## src/rtl/csel_pkg.sv

```systemverilog
package csel_pkg;
    typedef enum logic [1:0] {
        ST_INT_RUN = 2'd0,
        ST_QUALIFY = 2'd1,
        ST_EXT_RUN = 2'd2,
        ST_FAULT   = 2'd3
    } csel_state_t;
endpackage

```

## src/rtl/csel_sync.sv

```systemverilog
module csel_sync #(
    parameter int WIDTH  = 1,
    parameter int STAGES = 2
) (
    input  logic             clk,
    input  logic             rst_n,
    input  logic [WIDTH-1:0] d,
    output logic [WIDTH-1:0] q
);
    logic [STAGES-1:0][WIDTH-1:0] chain;

    genvar s;
    generate
        for (s = 0; s < STAGES; s++) begin : g_stage
            if (s == 0) begin : g_first
                always_ff @(posedge clk or negedge rst_n) begin
                    if (!rst_n) chain[0] <= '0;
                    else        chain[0] <= d;
                end
            end else begin : g_next
                always_ff @(posedge clk or negedge rst_n) begin
                    if (!rst_n) chain[s] <= '0;
                    else        chain[s] <= chain[s-1];
                end
            end
        end
    endgenerate

    assign q = chain[STAGES-1];
endmodule

```

## src/rtl/csel_int_osc.sv

```systemverilog
module csel_int_osc #(
    parameter int DIV_W = 12
) (
    input  logic             clk,
    input  logic             rst_n,
    input  logic             run,
    input  logic [DIV_W-1:0] half,
    output logic             osc
);
    logic [DIV_W-1:0] cnt;
    logic [DIV_W-1:0] limit;

    always_comb begin
        limit = (half == '0) ? '0 : half - 1'b1;
    end

    always_ff @(posedge clk or negedge rst_n) begin
        if (!rst_n) begin
            cnt <= '0;
            osc <= 1'b0;
        end else if (!run) begin
            cnt <= '0;
            osc <= 1'b0;
        end else if (cnt >= limit) begin
            cnt <= '0;
            osc <= ~osc;
        end else begin
            cnt <= cnt + 1'b1;
        end
    end

    // while stopped the oscillator output is held low
    osc_stopped_low_chk: assert property (@(posedge clk) disable iff (!rst_n)
        !$past(run) |-> !osc);
endmodule

```

## src/rtl/csel_ext_meter.sv

```systemverilog
module csel_ext_meter #(
    parameter int PER_MIN  = 209,
    parameter int PER_MAX  = 595,
    parameter int DUTY_DEN = 40,
    parameter int DUTY_LO  = 19,
    parameter int DUTY_HI  = 21,
    parameter int TIMEOUT  = 1024
) (
    input  logic clk,
    input  logic rst_n,
    input  logic en,
    input  logic ext_s,
    output logic meas_valid,
    output logic meas_good,
    output logic stalled
);
    localparam int CNT_W  = $clog2(PER_MAX + 2) + 1;
    localparam int IDLE_W = $clog2(TIMEOUT + 1);
    localparam int PROD_W = CNT_W + $clog2(DUTY_DEN + 1) + 1;
    localparam logic [CNT_W-1:0] CNT_SAT = {CNT_W{1'b1}};

    logic              ext_d;
    logic              rise, fall;
    logic              primed;
    logic [CNT_W-1:0]  per_cnt;
    logic [CNT_W-1:0]  hi_lat;
    logic [IDLE_W-1:0] idle_cnt;
    logic [PROD_W-1:0] hi_scaled, lo_bound, hi_bound;
    logic              per_ok, duty_ok;

    assign rise = ext_s & ~ext_d;
    assign fall = ~ext_s & ext_d;

    always_comb begin
        hi_scaled = PROD_W'(hi_lat)  * PROD_W'(DUTY_DEN);
        lo_bound  = PROD_W'(per_cnt) * PROD_W'(DUTY_LO);
        hi_bound  = PROD_W'(per_cnt) * PROD_W'(DUTY_HI);
        per_ok    = (per_cnt >= CNT_W'(PER_MIN)) && (per_cnt <= CNT_W'(PER_MAX));
        duty_ok   = (hi_scaled > lo_bound) && (hi_scaled < hi_bound);
    end

    always_ff @(posedge clk or negedge rst_n) begin
        if (!rst_n) begin
            ext_d      <= 1'b0;
            primed     <= 1'b0;
            per_cnt    <= '0;
            hi_lat     <= '0;
            meas_valid <= 1'b0;
            meas_good  <= 1'b0;
        end else begin
            ext_d      <= ext_s;
            meas_valid <= 1'b0;
            if (!en) begin
                primed    <= 1'b0;
                per_cnt   <= '0;
                hi_lat    <= '0;
                meas_good <= 1'b0;
            end else if (rise) begin
                primed     <= 1'b1;
                per_cnt    <= CNT_W'(1);
                meas_valid <= primed;
                meas_good  <= per_ok && duty_ok;
            end else begin
                if (per_cnt != CNT_SAT) per_cnt <= per_cnt + 1'b1;
                if (fall) hi_lat <= per_cnt;
            end
        end
    end

    always_ff @(posedge clk or negedge rst_n) begin
        if (!rst_n) begin
            idle_cnt <= '0;
            stalled  <= 1'b0;
        end else if (!en || rise || fall) begin
            idle_cnt <= '0;
            stalled  <= 1'b0;
        end else begin
            if (idle_cnt < IDLE_W'(TIMEOUT)) idle_cnt <= idle_cnt + 1'b1;
            stalled <= (idle_cnt >= IDLE_W'(TIMEOUT - 1));
        end
    end


    idle_bound_chk: assert property (@(posedge clk) disable iff (!rst_n)
        idle_cnt <= IDLE_W'(TIMEOUT));


    first_edge_primes_chk: assert property (@(posedge clk) disable iff (!rst_n)
        meas_valid |-> $past(primed));
endmodule

```

## src/rtl/carrier_source_sel.sv

```systemverilog
module carrier_source_sel
    import csel_pkg::*;
#(
    parameter int DIV_W          = 12,
    parameter int PER_MIN        = 209,
    parameter int PER_MAX        = 595,
    parameter int DUTY_DEN       = 40,
    parameter int DUTY_LO        = 19,
    parameter int DUTY_HI        = 21,
    parameter int ACCEPT_PERIODS = 4,
    parameter int TIMEOUT        = 1024,
    parameter int SYNC_STAGES    = 2
) (
    input  logic             clk_ref,
    input  logic             rst_n,
    input  logic             ext_clk,
    input  logic             ext_sel,
    input  logic             supply_ok,
    input  logic [DIV_W-1:0] int_half,
    output logic             carrier_out,
    output logic             src_is_ext,
    output logic             fault
);
    localparam int ACC_W = $clog2(ACCEPT_PERIODS + 1);

    csel_state_t      state, state_n;
    logic [2:0]       raw_in, sync_out;
    logic             ext_s, sel_s, sup_s;
    logic             int_osc;
    logic             meas_valid, meas_good, stalled;
    logic             meas_bad;
    logic [ACC_W-1:0] good_cnt;
    logic             accepted;

    assign raw_in = {ext_clk, ext_sel, supply_ok};

    csel_sync #(.WIDTH(3), .STAGES(SYNC_STAGES)) u_sync (
        .clk   (clk_ref),
        .rst_n (rst_n),
        .d     (raw_in),
        .q     (sync_out)
    );

    assign ext_s = sync_out[2];
    assign sel_s = sync_out[1];
    assign sup_s = sync_out[0];

    csel_int_osc #(.DIV_W(DIV_W)) u_int_osc (
        .clk   (clk_ref),
        .rst_n (rst_n),
        .run   (state == ST_INT_RUN),
        .half  (int_half),
        .osc   (int_osc)
    );

    csel_ext_meter #(
        .PER_MIN  (PER_MIN),
        .PER_MAX  (PER_MAX),
        .DUTY_DEN (DUTY_DEN),
        .DUTY_LO  (DUTY_LO),
        .DUTY_HI  (DUTY_HI),
        .TIMEOUT  (TIMEOUT)
    ) u_meter (
        .clk        (clk_ref),
        .rst_n      (rst_n),
        .en         ((state == ST_QUALIFY) || (state == ST_EXT_RUN)),
        .ext_s      (ext_s),
        .meas_valid (meas_valid),
        .meas_good  (meas_good),
        .stalled    (stalled)
    );

    assign meas_bad = stalled || (meas_valid && !meas_good);
    assign accepted = (good_cnt >= ACC_W'(ACCEPT_PERIODS));

    // consecutive good periods while qualifying
    always_ff @(posedge clk_ref or negedge rst_n) begin
        if (!rst_n) begin
            good_cnt <= '0;
        end else if (state != ST_QUALIFY) begin
            good_cnt <= '0;
        end else if (meas_valid && meas_good && !accepted) begin
            good_cnt <= good_cnt + 1'b1;
        end
    end

    always_comb begin
        state_n = state;
        unique case (state)
            ST_INT_RUN: begin
                if (sel_s && !sup_s)             state_n = ST_FAULT;
                else if (sel_s && !int_osc)      state_n = ST_QUALIFY;
            end
            ST_QUALIFY: begin
                if (!sel_s)                      state_n = ST_INT_RUN;
                else if (!sup_s || meas_bad)     state_n = ST_FAULT;
                else if (accepted && !ext_s)     state_n = ST_EXT_RUN;
            end
            ST_EXT_RUN: begin
                if (!sup_s || meas_bad)          state_n = ST_FAULT;
                else if (!sel_s && !ext_s)       state_n = ST_INT_RUN;
            end
            ST_FAULT: begin
                if (!sel_s)                      state_n = ST_INT_RUN;
            end
            default:                             state_n = ST_FAULT;
        endcase
    end

    always_ff @(posedge clk_ref or negedge rst_n) begin
        if (!rst_n) state <= ST_INT_RUN;
        else        state <= state_n;
    end

    always_ff @(posedge clk_ref or negedge rst_n) begin
        if (!rst_n) begin
            carrier_out <= 1'b0;
            src_is_ext  <= 1'b0;
            fault       <= 1'b0;
        end else begin
            unique case (state_n)
                ST_INT_RUN: carrier_out <= int_osc;
                ST_EXT_RUN: carrier_out <= ext_s;
                default:    carrier_out <= 1'b0;
            endcase
            src_is_ext <= (state_n == ST_EXT_RUN);
            fault      <= (state_n == ST_FAULT);
        end
    end


    fault_gates_carrier_chk: assert property (@(posedge clk_ref) disable iff (!rst_n)
        fault |-> (!carrier_out && !src_is_ext));


    ext_needs_supply_chk: assert property (@(posedge clk_ref) disable iff (!rst_n)
        src_is_ext |-> $past(sup_s));


    ext_entry_needs_sel_chk: assert property (@(posedge clk_ref) disable iff (!rst_n)
        $rose(src_is_ext) |-> $past(sel_s) && !carrier_out);


    switch_when_low_chk: assert property (@(posedge clk_ref) disable iff (!rst_n)
        (src_is_ext != $past(src_is_ext)) && !fault |-> !carrier_out);


    fault_holds_chk: assert property (@(posedge clk_ref) disable iff (!rst_n)
        $past(fault) && $past(sel_s) |-> fault);
endmodule

```

## config.mk

```make
export PLATFORM = sky130hd
export DESIGN_NAME = carrier_source_sel
export DESIGN_NICKNAME = d
export VERILOG_FILES = /design/src/rtl/csel_pkg.sv /design/src/rtl/csel_sync.sv /design/src/rtl/csel_int_osc.sv /design/src/rtl/csel_ext_meter.sv /design/src/rtl/carrier_source_sel.sv
export SDC_FILE = /design/constraint.sdc
export NUM_CORES = 1
export LEC_CHECK = 0
export ABC_AREA = 1
export BUFFER_PORTS_ARGS = -buffer_cell sky130_fd_sc_hd__buf_4
export CAP_MARGIN = 20
export CORE_MARGIN = 2
export CORE_UTILIZATION = 40
export DETAILED_ROUTE_END_ITERATION = 10
export PLACE_DENSITY_LB_ADDON = 0.08
export SETUP_SLACK_MARGIN = 0.2
export SYNTH_ARGS = -nofsm -noshare
export SYNTH_HDL_FRONTEND = slang
export SYNTH_SLANG_ARGS = --single-unit
```

## constraint.sdc

```tcl
create_clock -name clk_ref -period 5.6 [get_ports clk_ref]
set_clock_uncertainty 0.15 [all_clocks]
set_input_delay 1.12 -clock clk_ref [delete_from_list [all_inputs] [get_ports clk_ref]]
set_output_delay 1.12 -clock clk_ref [all_outputs]
set_load 0.02 [all_outputs]
```

# Word-level counts from Yosys, hierarchy flattened
# Cells that the tools add are included.
op_classes:
  addsub: 5
  mul: 3
  div_mod_pow: 0
  magnitude_cmp: 8
  eq_ne: 12
  shift: 0
  mux: 32
  bitwise_logic: 5
  reduce_logical: 28
ops:
  columns: ["op", "count"]
  rows:
  - ["$mux 11", 8]
  - ["$mux 12", 3]
  - ["$mul 11x5->16 const B", 2]
  - ["$add 11x1->11 const B", 2]
  - ["$gt 17x16->1", 1]
  - ["$lt 17x16->1", 1]
  - ["$mux 2", 8]
  - ["$mul 11x3->14 const B", 1]
  - ["$add 12x1->12 const B", 1]
  - ["$ge 12x12->1", 1]
  - ["$logic_not 12->1", 1]
  - ["$sub 12x1->12 const B", 1]
  - ["$ge 11x10->1 const B", 1]
  - ["$ge 11x8->1 const B", 1]
  - ["$le 11x10->1 const B", 1]
  - ["$lt 11x11->1 const B", 1]
  - ["$ne 11x11->1 const B", 1]
  - ["$logic_and 1x1->1", 10]
  - ["$mux 1", 9]
  - ["$eq 2x2->1 const B", 4]
  - ["$ne 2x2->1 const B", 4]
  - ["$pmux 2 s4", 1]
  - ["$logic_not 1->1", 7]
  - ["$mux 3", 2]
  - ["other kinds (12)", 21]
totals:
  register_bits: 65
  latch_bits: 0
  mem_bits_rw: 0
  mem_bits_ro: 0
  output_inout_bits: 3
  mem_count: 0

# Depth between registers and ports, before layout
# Gate-level depths: netlist (run 1).
depth:
  ltp_word: 9
  ltp_mapped: 22
  ltp_nobuf: 22

# Hierarchy
# Synthesis (run 1) repeated with hierarchy kept, for this count alone.
hier_totals:
  cells_unflattened: 895
  area_unflattened_um2: 6885.4
modules_own_cells:
  columns: ["module", "instances", "cells_per_inst", "area_each_um2", "seq_area_each_um2"]
  rows:
  - ["csel_ext_meter", 1, 629, 4882.2, 950.9]
  - ["csel_int_osc", 1, 186, 1282.5, 325.3]
  - ["carrier_source_sel", 1, 71, 548.0, 200.2]
  - ["csel_sync", 1, 9, 172.7, 150.1]

# Worst setup path after synthesis (run 1)
# OpenSTA, ideal clock, no wires.
synth_path:
  path_kind: "reg2reg"
  from: "register u_meter.per_cnt[5]"
  to: "register u_meter.meas_good"
  arrival_ps: 3561
  required_ps: 5332
  setup_slack_ps: 1771
  path_stages_with_launch: 23
  path_buffers: 0
  synth_period_minus_slack_ps: 3829
  cell_sequence: "dfrtp_1 ha_1 ha_1 inv_1 fa_1 inv_1 ha_1 nand2_1 nor3_1 nor2_1 o21ai_0 a31oi_1 xor2_1 ha_1 inv_1 nor3_1 nor3_1 nand2_1 nand2_1 nand2_1 nand2_1 nand4_1 nand2_1"
synth_via:
  elab_chain_len: 6
synth_lines:
  columns: ["item", "line_no", "text"]
  rows:
  - ["start, declared", "csel_ext_meter.sv:25", "logic [CNT_W-1:0] per_cnt;"]
  - ["start signal, assigned", "csel_ext_meter.sv:64", "if (per_cnt != CNT_SAT) per_cnt <= per_cnt + 1'b1;"]
  - ["$mul 11x5->16, on equally long branches", "csel_ext_meter.sv:36, csel_ext_meter.sv:37", null]
  - ["$gt 17x16->1 / $lt 17x16->1 (equally long branches)", "csel_ext_meter.sv:39", "duty_ok = (hi_scaled > lo_bound) && (hi_scaled < hi_bound);"]
  - ["$logic_and 1x1->1", "csel_ext_meter.sv:39", null]
  - ["$logic_and 1x1->1 (*)", "csel_ext_meter.sv:62", "meas_good <= per_ok && duty_ok;"]
  - ["$mux 1 (*)", "csel_ext_meter.sv:58", "end else if (rise) begin"]
  - ["$mux 1 (*)", "csel_ext_meter.sv:53", "if (!en) begin"]
  - ["end signal, assigned", "csel_ext_meter.sv:62", null]
  - ["end, declared", "csel_ext_meter.sv:14", "output logic meas_good,"]
# Mark *: on every way between the ends. The rest lies on a longest branch, timed or not. The select of a mux whose other input is x is not followed.
# A chain may end at the register's enable or synchronous reset.

# Worst setup path after layout (run 1)
# Ends and elaborated chain as after synthesis.

==> results of run 1 <==
-- critical path: cells and delay by family (launching register included) --
kind            cells  cell delay [ps]
fa+ha+maj           5             1750
simple gates       11              920
flops               1              610
compound gates      2              520
xor+xnor            1              170
buf+inv             3              150
-- where the power goes --
part           leakage (nW)  internal, mW  switching (mW)
sequential            0.879         0.515          0.0526
combinational          2.82         0.243           0.458
clock                 0.128         0.308           0.199
-- routing by layer --
layer  up-vias  wire length (um)
met5         -                 0
met1      2565              7410
met4         0               337
li1       2820                 -
met2       101              7890
met3        27               434
-- stage by stage --
stage / instances / utilization [%]
6_report: 1085 / 44.4
5_1_grt: 1085 / 44.4
4_1_cts: 1085 / 44.4
3_5_place_dp: 1070 / 42.8
3_3_place_gp: 1070 / 42.8
2_1_floorplan: 837 / -
-- registers in the layout (all words and copies together) (netlist names), 2 cells and up --
| name | cells |
|---|---|
| good_cnt | 3 |
| state | 2 |
| u_int_osc.cnt | 12 |
| u_meter.hi_lat | 11 |
| u_meter.idle_cnt | 11 |
| u_meter.per_cnt | 11 |
| u_sync.chain | 3 |
| u_sync.q | 3 |
-- synth_stat cells (3+ instances only) --
master and n:
a21o_1 4, a21oi_1 60, a31oi_1 3, dfrtp_1 65
fa_1 14, ha_1 132, inv_1 140, inv_2 5
nand2_1 135, nand2_2 4, nand3_1 35, nand4_1 13
nor2_1 61, nor2_2 5, nor3_1 20, nor4_1 4
o21a_1 3, o21ai_0 42, o21bai_1 4, o31ai_1 6
or2_2 3, xnor2_1 16, xor2_1 29
-- final cells by class --
type                       instances  area share, %
multi-input combinational        621           60.8
sequential                        65           22.3
tap                              220           3.78
clock buffer                      12           3.38
timing repair buffer              19           1.96
inverter                         145           7.47
clock inverter                     3          0.241
-- path summary, 6_finish.rpt --
check	from	to
min in group asynchronous	rst_n	u_int_osc.cnt[0]
max in group asynchronous	rst_n	u_meter.idle_cnt[10]
max reg2reg	u_meter.per_cnt[5]	u_meter.meas_good
min reg2reg	u_sync.chain[0]	u_sync.q[0]
max	u_meter.per_cnt[5]	u_meter.meas_good
min	u_sync.chain[0]	u_sync.q[0]
-- logic make-up after synthesis --
family / Yosys count
and+or+nand+nor: 289
buffers and inverters: 151
adders and majority gates: 146
DFF: 65
AOI/OAI and AO/OA: 141
xor gates and xnor gates: 45
==> flow_summary_export.csv, run 1 <==
group,metric,value,unit
status,status,"completed",
logic_synthesis,synth_area_leaders,"ha_1, dfrtp_1, inv_1",
cts,clk_transition_reported_paths,60,ps
setup_path,rr_worst_depth,22,
setup_path,startpoint_type,"flop",
sta,drv_slew,0,
sta,hold_violations,0,
detailed_routing,dr.pass1.iters,5,
setup_path,worst_path_most_repeated_cell,"nand2_1",
pwr,fin_total_pwr,1.78,mW
logic_synthesis,yosysTopAreaCell,"ha_1",
setup_path,slowest_delay,610,ps
logic_synthesis,synth_cells,837,
cts,ctsHoldBuffers,0,
sta,timing.hold.ws,200,ps
die,core,16400,um^2
detailed_routing,route.detailed.drc,0,
sta,tns,0,ps
finish,area_growth,9.62,%
sta,relSlewSlack,41.1,%
cts,postCtsSetupBuffers,0,
logic_synthesis,synth_edf_count,0,
setup_path,critPathSlowestCell,"dfrtp_1",
global_route,top_usage_layer,"met2",
logic_synthesis,synth_flop_cell,"dfrtp_1",
logic_synthesis,synth_nets,1000,
cts,cts_tree,"done",
finish,fill_cells,1658,
detailed_routing,post_drt_wl_per_cell,14.8,um
logic_synthesis,synth_cell_types,50,
logic_synthesis,yosys.area_share.simple,19.4,%
cts,postCtsResizedCells,0,
sta,tightest_slew,884,ps
die,initial_core_util,40.5,%
logic_synthesis,synthAdderAreaFrac,29.1,%
global_route,antenna_found_initial,0,
cts,cts_buffers,9,
logic_synthesis,synth_top_area_share,24.9,%
logic_synthesis,synthMuxAreaShare,0,%
logic_synthesis,syn_avg_cell_area,7.94,um^2
finish,design_area,7280,um^2
sta,fin_crit_sh,78.1,%
logic_synthesis,synth_xor_xnor_area_share,5.93,%
global_route,use_met1,24.4,%
place,place_congestion,0.913,
die,num_io_pins,20,
cts,clk_latency,330,ps
detailed_routing,vias_per_cell,5.08,
die,die-area,17700,um^2
logic_synthesis,synth_area,6640,um^2
cts,clockBufferDepth,2,
sta,post-route-min-period,4370,ps
finish,layout_common_cells,"inv_1, nand2_1, ha_1, dfrtp_1, nor2_1",
global_route,grtUsageMet3,2.68,%
logic_synthesis,yosys_warnings,0,
worst_hold_path,whs_path_depth,0,
logic_synthesis,synth_compound_area_share,12.2,%
detailed_routing,drt-initial-drc-count,297,
cts,cts_max_level,3,
sta,rsz0062_at_grt,"no",
setup_path,critPathKind,"flop to flop",
global_route,first_global_vias,5570,
sta,setup_viol,0,
place,dpl-instance-area,7020,um^2
global_route,overflow,0,
global_route,groute.usage.overall,19.2,%
pwr,power_density,244,nW/um^2
global_route,grt_first_pass_wirelength,27200,um
pwr,ir_drop,0.000164,V
job,drv_cap,0,
setup_path,arrival,4440,ps
place,dp_slack,1250,ps
finish,antenna_cells,0,
die,rows,47,
cts,clock_sinks,65,
place,hpwl,13300,um
finish,seqCellArea,1630,um^2
logic_synthesis,synth_top_family_by_area,"adder cells",
setup_path,critPathMaxFanout,8,
place,port_buffers,19,
sta,clock.fmax,229,MHz
die,die_w,133,um
detailed_routing,ant_nets,0,
setup_path,critPathCaptureType,"flop",
global_route,grtUsageMet2,33.9,%
detailed_routing,routed_wl,16100,um
die,die_y,133,um
logic_synthesis,synthArstFlopShare,100,%
worst_hold_path,hold_path_class,"flop to flop",
pwr,p_leak,3.82,nW
finish,fin_nets,1024,
logic_synthesis,seq_area_frac_synth,24.5,%
setup_path,cp.required,5670,ps
finish,layout-drive-gt1-share,6.94,%
finish,multi_input_area,4430,um^2
detailed_routing,num_vias,5513,
logic_synthesis,ys_ff_latch,65,
global_route,grt_max_degree,66,
finish,layout_commonest_cell,"inv_1",
setup_path,ff2ff_setup_slack,1230,ps
cts,root_buffer,"clkbuf_16",
setup_path,crit_chain,"ha_1 -> ha_1 -> inv_1 -> fa_1 -> inv_1 -> ha_1 -> nand2_1 -> nor3_1 -> nor2_1 -> o21ai_0 -> a31oi_1 -> xor2_1 -> ha_1 -> inv_1 -> nor3_1 -> nand2_1 -> nand2_1 -> nand2_1 -> nand2_1 -> nand2_1 -> nand4_1 -> nand2_1",
sta,fin_ws,1230,ps
Power figures use the tool's default switching activity.
==> run 2: changes to the inputs <==
--- a/config.mk
+++ b/config.mk
@@ -5,7 +5,7 @@
 export SDC_FILE = /design/constraint.sdc
 export NUM_CORES = 1
 export LEC_CHECK = 0
-export ABC_AREA = 1
+export ABC_AREA = 0
 export BUFFER_PORTS_ARGS = -buffer_cell sky130_fd_sc_hd__buf_4
 export CAP_MARGIN = 20
 export CORE_MARGIN = 2
==> constraint.sdc (replaced) <==
create_clock -name clk_ref -period 4.05 [get_ports clk_ref]
set_clock_uncertainty 0.15 [all_clocks]
set_input_delay 0.81 -clock clk_ref [delete_from_list [all_inputs] [get_ports clk_ref]]
set_output_delay 0.81 -clock clk_ref [all_outputs]
set_load 0.02 [all_outputs]
==> run 2 against run 1 <==
The run now ends with negative setup slack left. Area after synthesis shrank 2.4%. Sequential power rose by 37%. Maximum frequency down 7.1%. Routed wire length rose by 0.85%. Largest cell class unchanged. Largest power group unchanged.
==> flow_summary_export.csv, run 2 <==
group,metric,value,unit
status,status,"finished with violations",
status,violations,"negative setup slack",
logic_synthesis,synth_top_area_share,25.5,%
logic_synthesis,yosysMostFrequentCell,"ha_1",
detailed_routing,dr.pass1.iters,4,
pwr,p_leak,4.10,nW
sta,relSlewSlack,41.3,%
setup_path,critPathKind,"flop to flop",
sta,rsz0062_at_grt,"yes",
sta,post-route-min-period,4710,ps
cts,clock_sinks,65,
logic_synthesis,synthArstFlopShare,100,%
global_route,groute.usage.overall,19.4,%
logic_synthesis,synth_area,6480,um^2
cts,cts_tree,"done",
logic_synthesis,syn_avg_cell_area,8.94,um^2
cts,root_buffer,"clkbuf_16",
pwr,power_density,344,nW/um^2
finish,area_growth,22.9,%
setup_path,cp.required,4160,ps
finish,utilization,50.2,%
sta,setup_viol,1,
global_route,overflow,0,
die,num_io_pins,20,
logic_synthesis,yosys_warnings,0,
sta,hold_violations,0,
finish,layout-drive-gt1-share,17.6,%
logic_synthesis,synth_xor_xnor_area_share,7.16,%
sta,drv_slew,0,
setup_path,critPathCaptureType,"flop",
detailed_routing,route.detailed.drc,0,
place,port_buffers,19,
place,hpwl,13100,um
detailed_routing,num_vias,5456,
logic_synthesis,synth_top_family_by_area,"adder cells",
setup_path,arrival,4820,ps
setup_path,rr_worst_depth,19,
die,initial_core_util,40.8,%
finish,largest_reg_flops,12,
setup_path,critPathMaxFanout,4,
cts,clockBufferDepth,2,
detailed_routing,vias_per_cell,5.21,
logic_synthesis,synthAdderAreaFrac,29.8,%
place,dp_slack,-682,ps
finish,layout_common_cells,"ha_1, buf_4, inv_1, dfrtp_1, nand2_1",
logic_synthesis,ys_ff_latch,65,
logic_synthesis,seq_area_frac_synth,25.1,%
global_route,first_global_vias,5553,
die,rows,46,
place,place_congestion,0.895,
die,die_y,131,um
logic_synthesis,synth_nets,888,
global_route,grt_max_degree,66,
finish,fill_cells,1535,
finish,antenna_cells,0,
detailed_routing,drt-initial-drc-count,207,
logic_synthesis,synth_flop_cell,"dfrtp_1",
worst_hold_path,hold_path_class,"flop to flop",
pwr,ir_drop,0.000259,V
finish,layout_commonest_cell,"ha_1",
worst_hold_path,whs_path_depth,0,
global_route,antenna_found_initial,0,
job,drv_cap,0,
logic_synthesis,synth_cell_types,57,
sta,fin_crit_sh,116,%
cts,ctsHoldBuffers,0,
sta,clock.fmax,212,MHz
logic_synthesis,synth_commonest_cells,"ha_1, inv_1, dfrtp_1",
logic_synthesis,synth_area_leaders,"ha_1, dfrtp_1, fa_1",
detailed_routing,routed_wl,16200,um
cts,cts_buffers,9,
cts,cts_max_level,3,
cts,clk_latency,330,ps
detailed_routing,ant_nets,0,
sta,tightest_slew,879,ps
die,die_w,131,um
cts,clk_transition_reported_paths,50,ps
die,die-area,17200,um^2
logic_synthesis,yosys.area_share.simple,17.6,%
logic_synthesis,synthMuxAreaShare,0.926,%
logic_synthesis,yosysTopAreaCell,"ha_1",
setup_path,startpoint_type,"flop",
detailed_routing,post_drt_wl_per_cell,15.5,um
die,core,15900,um^2
logic_synthesis,synth_cells,725,
sta,fin_ws,-656,ps
finish,max_flop_register,"u_int_osc.cnt",
logic_synthesis,synth_edf_count,0,
logic_synthesis,synth_compound_area_share,14.3,%
global_route,grt_first_pass_wirelength,27100,um
finish,fin_nets,989,
pwr,fin_total_pwr,2.74,mW
==> run 2: cell types whose count changed after synthesis, sizes merged, moves of 13 or more <==
cell,previous run,this run
nor2,67,48
o21ai,45,28
a21oi,62,34
inv,145,72
nor2b,0,13
nand2,139,56
==> run 2: what timing repair did <==
item / 4_1_cts / 5_1_grt
cloned: 0 / 0
endpoints found under the hold margin: 0 / 0
gates resized for setup: 2 / 5
pin swaps: 4 / 10
setup endpoints to repair: 1 / 1
setup buffers: 1 / 0
==> run 2: worst paths after layout <==
kind / from / to / slack [ps]
setup / recovery: u_meter.per_cnt[3] / u_meter.meas_good / -660
hold / removal: u_sync.chain[1] / u_sync.q[1] / 190
max in group asynchronous: rst_n / u_meter.per_cnt[2] / 2720
min in group asynchronous: rst_n / u_meter.hi_lat[6] / 400
setup reg to reg: u_meter.per_cnt[3] / u_meter.meas_good / -660
hold reg to reg: u_sync.chain[1] / u_sync.q[1] / 190
==> run 2: per-layer routing <==
layer	wire, um	global-route usage [%]	part of all wire [%]
met5	0	0	0
met4	383	5.56	2.4
met3	634	3.78	3.9
met2	7520	31.9	46
met1	7660	26.1	47
==> run 2: report_power, final <==
| group | switching (mW) | internal, mW |
|---|---|---|
| Sequential | 0.0574 | 0.718 |
| Clock | 0.289 | 0.636 |
| Combinational | 0.593 | 0.448 |
==> run 2: critical path, cell delays in order (launching register included) <==
cell      delay (ps)
dfrtp_2          460
ha_4             220
ha_1             260
inv_1             40
fa_1             490
inv_2             50
ha_4             230
o21a_1            90
o31a_1           130
o31a_1           280
o211ai_1         210
a31oi_1          130
xnor2_1          140
ha_1             310
a22o_1           240
nor4_2           270
nand4_1          120
a221o_1          280
or4_4            410
o21ai_2          110
==> run 2: logic make-up after synthesis <==
logic type               Yosys count
AND/OR/NAND/NOR                  229
adder cells (fa/ha/maj)          146
AO/OA/AOI/OAI                    141
buffers and inverters             85
flip-flops                        65
XOR/XNOR                          53
multiplexers                       6
==> run 2: through the flow <==
step | area (um^2) | setup TNS, ps | cells | hold slack [ps]
2_1_floorplan | 6600 | -460 | 725 | 181
3_3_place_gp | 7570 | -646 | 1030 | 184
3_5_place_dp | 7570 | -682 | 1030 | 185
4_1_cts | 7940 | -638 | 1047 | 195
5_1_grt | 7970 | -896 | 1047 | 204
6_report | 7970 | -656 | 1047 | 193
==> run 2: layout make-up <==
type / instances / area [um^2] / share of cell area (%)
multi-input combinational: 575 / 4670 / 58.6
sequential: 65 / 1630 / 20.5
timing repair buffer: 102 / 766 / 9.61
inverter: 73 / 274 / 3.44
tap: 216 / 270 / 3.39
clock buffer: 12 / 256 / 3.22
clock inverter: 4 / 98.8 / 1.24
